**src/rtl/sirq_pkg.sv**
```systemverilog
package sirq_pkg;
  localparam int NUM_SRC = 4;

  // Field order is the register layout, MSB first.
  typedef struct packed {
    logic               actLow;
    logic               openDrain;
    logic               latchMode;
    logic               anyRdClr;
    logic [NUM_SRC-1:0] srcEn;
  } cfg_t;

  typedef struct packed {
    logic               clrStatus;
    logic               latchMode;
    logic               actLow;
    logic               openDrain;
    logic [NUM_SRC-1:0] srcEn;
  } strobe_t;
endpackage

```
**src/rtl/sirq_ctrl.sv**
```systemverilog
module sirq_ctrl
  import sirq_pkg::*;
#(
  parameter int               ADDR_W    = 8,
  parameter logic [ADDR_W-1:0] CFG_ADDR  = 8'h17,
  parameter logic [ADDR_W-1:0] STAT_ADDR = 8'h1A
) (
  input  logic                   clk,
  input  logic                   rstN,
  input  logic                   regWrEn,
  input  logic                   regRdEn,
  input  logic [ADDR_W-1:0]      regAddr,
  input  logic [$bits(cfg_t)-1:0] regWrData,
  input  logic [NUM_SRC-1:0]     statBits,
  output logic [$bits(cfg_t)-1:0] regRdData,
  output logic [$bits(cfg_t)-1:0] cfgByte,
  output strobe_t                strb
);
  localparam int DATA_W = $bits(cfg_t);

  cfg_t cfgQ;
  logic cfgHit;
  logic statHit;

  assign cfgHit  = (regAddr == CFG_ADDR);
  assign statHit = (regAddr == STAT_ADDR);

  always_ff @(posedge clk or negedge rstN) begin
    if (!rstN) begin
      cfgQ <= '0;
    end else if (regWrEn && cfgHit) begin
      cfgQ <= cfg_t'(regWrData);
    end
  end

  always_comb begin
    regRdData = '0;
    if (regRdEn) begin
      if (cfgHit) begin
        regRdData = cfgQ;
      end else if (statHit) begin
        regRdData = DATA_W'(statBits & cfgQ.srcEn);
      end
    end
  end

  always_comb begin
    strb.clrStatus = regRdEn && (statHit || cfgQ.anyRdClr);
    strb.latchMode = cfgQ.latchMode;
    strb.actLow    = cfgQ.actLow;
    strb.openDrain = cfgQ.openDrain;
    strb.srcEn     = cfgQ.srcEn;
  end

  assign cfgByte = cfgQ;
endmodule

```
**src/rtl/sirq_dp.sv**
```systemverilog
module sirq_dp
  import sirq_pkg::*;
#(
  parameter int PULSE_CYC = 12500
) (
  input  logic               clk,
  input  logic               rstN,
  input  logic [NUM_SRC-1:0] evtIn,
  input  strobe_t            strb,
  output logic [NUM_SRC-1:0] statBits,
  output logic               padOut,
  output logic               padOe
);
  localparam int CNT_W = $clog2(PULSE_CYC + 1);
  localparam logic [CNT_W-1:0] CNT_LOAD = CNT_W'(PULSE_CYC);

  logic [NUM_SRC-1:0] statQ;
  logic [CNT_W-1:0]   pulseCnt;
  logic               pulseTrig;
  logic               irqActive;

  // Status bits: a clearing read and a new event may coincide; the event stays.
  always_ff @(posedge clk or negedge rstN) begin
    if (!rstN) begin
      statQ <= '0;
    end else begin
      statQ <= (strb.clrStatus ? '0 : statQ) | evtIn;
    end
  end

  assign pulseTrig = |(evtIn & strb.srcEn);

  always_ff @(posedge clk or negedge rstN) begin
    if (!rstN) begin
      pulseCnt <= '0;
    end else if (pulseTrig) begin
      pulseCnt <= CNT_LOAD;
    end else if (pulseCnt != '0) begin
      pulseCnt <= pulseCnt - 1'b1;
    end
  end

  always_comb begin
    if (strb.latchMode) begin
      irqActive = |(statQ & strb.srcEn);
    end else begin
      irqActive = (pulseCnt != '0);
    end
  end

  always_comb begin
    if (strb.openDrain) begin
      padOut = 1'b0;
      padOe  = irqActive;
    end else begin
      padOut = irqActive ^ strb.actLow;
      padOe  = 1'b1;
    end
  end

  assign statBits = statQ;
endmodule

```
**src/rtl/sirq_top.sv**
```systemverilog
module sirq_top
  import sirq_pkg::*;
#(
  parameter int   CLK_HZ   = 250_000_000,
  parameter int   PULSE_US = 50,
  parameter int   ADDR_W   = 8,
  parameter logic [ADDR_W-1:0] CFG_ADDR  = 8'h17,
  parameter logic [ADDR_W-1:0] STAT_ADDR = 8'h1A
) (
  input  logic              clk,
  input  logic              rstN,
  input  logic [3:0]        evtIn,
  input  logic              regWrEn,
  input  logic              regRdEn,
  input  logic [ADDR_W-1:0] regAddr,
  input  logic [7:0]        regWrData,
  output logic [7:0]        regRdData,
  output logic              irqPadOut,
  output logic              irqPadOe
);
  localparam int PULSE_RAW = (CLK_HZ / 1_000_000) * PULSE_US;
  localparam int PULSE_CYC = (PULSE_RAW < 1) ? 1 : PULSE_RAW;

  strobe_t            strb;
  logic [7:0]         cfgByte;
  logic [NUM_SRC-1:0] statBits;

  sirq_ctrl #(
    .ADDR_W(ADDR_W), .CFG_ADDR(CFG_ADDR), .STAT_ADDR(STAT_ADDR)
  ) u_ctrl (
    .clk(clk), .rstN(rstN), .regWrEn(regWrEn), .regRdEn(regRdEn),
    .regAddr(regAddr), .regWrData(regWrData), .statBits(statBits),
    .regRdData(regRdData), .cfgByte(cfgByte), .strb(strb)
  );

  sirq_dp #(
    .PULSE_CYC(PULSE_CYC)
  ) u_dp (
    .clk(clk), .rstN(rstN), .evtIn(evtIn), .strb(strb),
    .statBits(statBits), .padOut(irqPadOut), .padOe(irqPadOe)
  );
endmodule

```
**config.mk**
```make
export PLATFORM = sky130hd
export DESIGN_NAME = sirq_top
export DESIGN_NICKNAME = d
export VERILOG_FILES = /design/src/rtl/sirq_pkg.sv /design/src/rtl/sirq_ctrl.sv /design/src/rtl/sirq_dp.sv /design/src/rtl/sirq_top.sv
export SDC_FILE = /design/constraint.sdc
export NUM_CORES = 1
export LEC_CHECK = 0
export BUFFER_PORTS_ARGS = -buffer_cell sky130_fd_sc_hd__clkbuf_2
export CAP_MARGIN = 0
export CORE_ASPECT_RATIO = 0.9
export CORE_MARGIN = 2
export CORE_UTILIZATION = 40
export CTS_CLUSTER_DIAMETER = 100
export DETAILED_ROUTE_END_ITERATION = 10
export HOLD_SLACK_MARGIN = 0.02
export SKIP_CTS_REPAIR_TIMING = 1
export SLEW_MARGIN = 0
export SYNTH_ARGS = -nofsm -noshare
export SYNTH_HDL_FRONTEND = slang
export SYNTH_SLANG_ARGS = --single-unit
```
**constraint.sdc**
```tcl
create_clock -name clk -period 3.3 [get_ports clk]
set_input_delay 0.99 -clock clk [delete_from_list [all_inputs] [get_ports clk]]
set_output_delay 0.99 -clock clk [all_outputs]
set_load 0.02 [all_outputs]
```
# Word-level counts from Yosys, hierarchy flattened
# Index checks and enable logic that the tools add are counted.
# totals
ff_bits	26
latchBits	0
ramBits	0
romBits	0
input_bits	24
memories	0
# op_classes
add_sub_neg	1
n_mul	0
div	0
order_cmp	0
n_eq_ne	2
shifts	0
muxes	9
n_bitwise	5
reduce_logical	7
# op_table
operator	count
two-way mux 14 bit	2
two-way mux 8 bit	3
== test 8 x 5 -> 1 bit (second input constant)	2
nonzero test 14 bit	1
subtractor 14 x 1 -> 14 bit (second input constant)	1
AND 4 bit	3
OR reduction 4 bit	2
two-way mux 4 bit	1
OR 4 bit	1
two-way mux 1 bit	3
logical AND 1 bit	2
nonzero test 2 bit	1
logical OR 1 bit	1
bitwise XOR 1 bit	1

# Logic depth before layout (Yosys ltp)
# depth
depth_word	5
depth_mapped	7
mapped_depth_nobuf	6

# Modules after synthesis
# A second synthesis with hierarchy kept.
# hier_totals
hier_cells	148
hier_area_um2	1508.9
# by_module_without_submodules
module	n_inst	cells_each	area_each_um2	seq_area_each_um2
sirq_dp	1	104	985.9	450.4
sirq_ctrl	1	44	523.0	200.2

# Worst setup path before layout
# No wires, ideal clock.
# synth_path
path_type	input to output
start	input port regAddr[5]
end	output port regRdData[0]
t_arrival_ns	2.509
t_required_ns	2.310
setup_slack_ns	-0.199
stages	4
path_cell_list	or4b_2 -> nor2_1 -> nand3_1 -> a21boi_0
# synth_between
elab_chain_cells	4
word_cells_on_any_way	5
classes_between	eq/ne (2); mux (3)
# synth_rtl
element	line_no	rtl
start, declared	sirq_top.sv:15	input logic [ADDR_W-1:0] regAddr,
== test 8 x 5 -> 1 bit	sirq_ctrl.sv:26	assign statHit = (regAddr == STAT_ADDR);
two-way mux 8 bit	sirq_ctrl.sv:41	end else if (statHit) begin
two-way mux 8 bit (*)	sirq_ctrl.sv:39	if (cfgHit) begin
two-way mux 8 bit (*)	sirq_ctrl.sv:38	if (regRdEn) begin
end, declared	sirq_top.sv:17	output logic [7:0] regRdData,
# Every way passes the cells marked *; elsewhere a longest branch is shown, timed or not.

# Worst setup path in the final report
# layout_path
start	register u_dp.pulseCnt[8]
end	output port irqPadOut
# layout_between
elab_chain_cells	4
# layout_rtl
element	line_no	rtl
start, declared	sirq_dp.sv:18	logic [CNT_W-1:0] pulseCnt;
start signal, assigned	sirq_dp.sv:39	pulseCnt <= pulseCnt - 1'b1;
nonzero test 14 bit	sirq_dp.sv:47	irqActive = (pulseCnt != '0);
two-way mux 1 bit	sirq_dp.sv:44	if (strb.latchMode) begin
bitwise XOR 1 bit	sirq_dp.sv:56	padOut = irqActive ^ strb.actLow;
two-way mux 1 bit	sirq_dp.sv:52	if (strb.openDrain) begin
end, declared	sirq_top.sv:18	output logic irqPadOut,
# No other way between the ends.

==> results.yml <==
route:
  wl_mm: 3.35
  antenna_left: 0
  drc: 0
  drtPass1Iterations: 4
  dr.first_iter.drc_count: 50
  via_count: 1279
  viasPerCell: 5.56
  routedWlPerCell_um: 14.5
synthesis:
  ys.flop_type: "dfrtp_1"
  syn_area_per_cell_sq_um: 9.97
  synthTopCellsByArea: "dfrtp_1 45%, mux2_2 6.2%, nor2_1 3.6%"
  synth_seq_area_share_pct: 45.0
  syn_nets: 170
  synthCells: 145
  syn_area_sq_mm: 0.00145
  yosysTopAreaCell: "dfrtp_1"
  yosys_warnings: 0
  synth_edf_count: 0
  synth.distinct_cells: 42
  synth-seq-cells: 26
  synthArstFlopShare_pct: 100
  synth_top_area_share_pct: 45.0
finish:
  diodes: 0
  fillers: 308
  drive_gt1_share_pct: 36.0
  layout_common_cells: "28 x clkbuf_2, 25 x dfrtp_1, 12 x nor2_1"
  final_common_cell: "clkbuf_2"
  syn_to_final_growth_pct: 26.6
  nets: 212
timing:
  fmax_ghz: 0.301
  rsz0062_at_grt: "true"
  setup_ws_ns: -0.0189
  hold_violations: 0
  min_period_ns: 3.32
  setup_tns_ns: -0.0189
  tightestPinTransition_ns: 0.667
  skew_ns: 0.00522
  finalMaxSlewViolations: 0
  setup_viol: 1
  period_share_pct: 101
  maxSlewHeadroom_pct: 55.1
setup_path:
  slowest_delay_ns: 0.55
  path_class: "reg2out"
  rr_worst_depth: 6
  cp_common_cell: "or4_4"
  cp-end-kind: "primary output"
  crit_buf_inv: 1
  cp_data_arrival_time_ns: 2.33
  cp-start-kind: "flop"
  path_depth: 5
  critPathTopFamily: "simple AND/OR/NAND/NOR gates"
  cp_cell_sequence: "or4_4 -> or4_4 -> o21ai_4 -> mux2_4 -> buf_6"
  crit_required_ns: 2.31
  cp_max_fo: 4
  cp_slowest_cell: "or4_4"
cts:
  cts_sinks: 26
  cts_buffer_depth: 2
  clkSlewWorstSetupHoldPaths_ns: 0.09
  cts_max_level: 1
  clkLatencyLatePin_ns: 0.27
  cts_tree: "built"
  cts_root_buffer: "clkbuf_8"
  cts-buffers-inserted: 3
power_and_ir_drop:
  ir_drop_mv: 0.286
  power.leakage_nw: 0.821
  power.density_mw_per_mm2: 580
global_route:
  grt_pass1_vias: 1137
  gr-total-overflow: 0
  grt_pass1_wl_mm: 5.37
  grt_max_degree: 27
  grt_use_total_pct: 17.3
  antenna_found_initial: 0
floorplan:
  boundaryPins: 34
  fp.dieH_um: 61.0
  row_count: 20
  die_area_sq_mm: 0.00411
  initial_core_util_pct: 42.2
  coreArea_sq_mm: 0.00343
  die_w_um: 67.4
placed_design:
  dp_slack_ns: -0.212
  gp_congestion: 0.906
  dp_hpwl_mm: 2.47
  port_buffers: 33
job:
  cap_violations: 0
status:
  status: "complete, but fails checks"
  failed_checks: "negative setup slack"
hold_path:
  hp-class: "reg2reg"
  holdPathStages: 1
## power breakdown
group          leakage [nW]  internal [mW]  switching [mW]
logic                 0.478          0.164           0.164
clock network        0.0357          0.162           0.101
registers             0.308          0.391          0.0782
## cell usage after synthesis, drive strengths merged, types with 2 or more instances
cell type and n:
o211ai 2, a21boi 5, buf 2, or3 5, nand4b 3, a21oi 2
mux2i 3, nor4b 2, nand3 10, o21ai 8, or4b 2, a22o 2
nor4 2, a21o 4, or2 2, dfrtp 26, and3 5, inv 3
or4 2, nand3b 2, nor2 14, o41ai 2, mux2 9, nand2 12
nor3 4
## stage by stage
step           utilization [%]  cell area, sq um  power [mW]  std cells  hold WS [ns]
2_1_floorplan                -              1450       0.677        145         0.472
5_1_grt                   53.4              1830        1.13        230         0.560
3_3_place_gp              48.9              1680       0.752        222         0.502
4_1_cts                   51.0              1750        1.03        226         0.529
3_5_place_dp              48.9              1680       0.761        222         0.507
6_report                  53.4              1830        1.06        230         0.524
## registers in the layout, indices dropped and copies added, names as in the netlist
signal          count
u_dp.pulseCnt      14
u_ctrl.cfgByte      8
u_dp.statBits       4
## logic make-up after synthesis
logic type	after synthesis	synth area share [%]
compound gates	30	15.0
xor+xnor	2	1.21
fa+ha+maj	1	0.866
buf+inv	6	1.73
flops	26	45.0
mux	12	9.09
simple gates	68	27.1
## worst paths after layout
path | from | end | slack (ns)
worst max-delay path | u_dp.pulseCnt[8] | irqPadOut | -0.02
worst min-delay path | u_dp.statBits[1] | u_dp.statBits[1] | 0.52
worst max register to register | u_dp.pulseCnt[0] | u_dp.pulseCnt[3] | 1.07
worst min register to register | u_dp.statBits[1] | u_dp.statBits[1] | 0.52
max in group asynchronous | rstN | u_dp.pulseCnt[8] | 2.12
min in group asynchronous | rstN | u_ctrl.cfgByte[3] | 0.73
## routing by layer
metal / routed length, um / share of wire [%] / GRT usage [%] / vias up
met5: 0 / 0 / 0 / -
met4: 10 / 0.30 / 2.92 / 0
met3: 117 / 3.5 / 4.02 / 2
met2: 1600 / 48 / 27.0 / 25
met1: 1620 / 48 / 25.3 / 627
li1: - / - / - / 625
## cell type report
| type | count | area [sq um] | share of cell area, % |
|---|---|---|---|
| Clock buffer | 3 | 41.3 | 2.26 |
| Clock inverter | 1 | 30.0 | 1.64 |
| Inverter | 3 | 11.3 | 0.616 |
| Multi-Input combinational cell | 113 | 813 | 44.5 |
| Sequential cell | 26 | 652 | 35.6 |
| Tap cell | 44 | 55.1 | 3.01 |
| Timing Repair Buffer | 40 | 226 | 12.4 |
(Power assumes the default switching activity.)
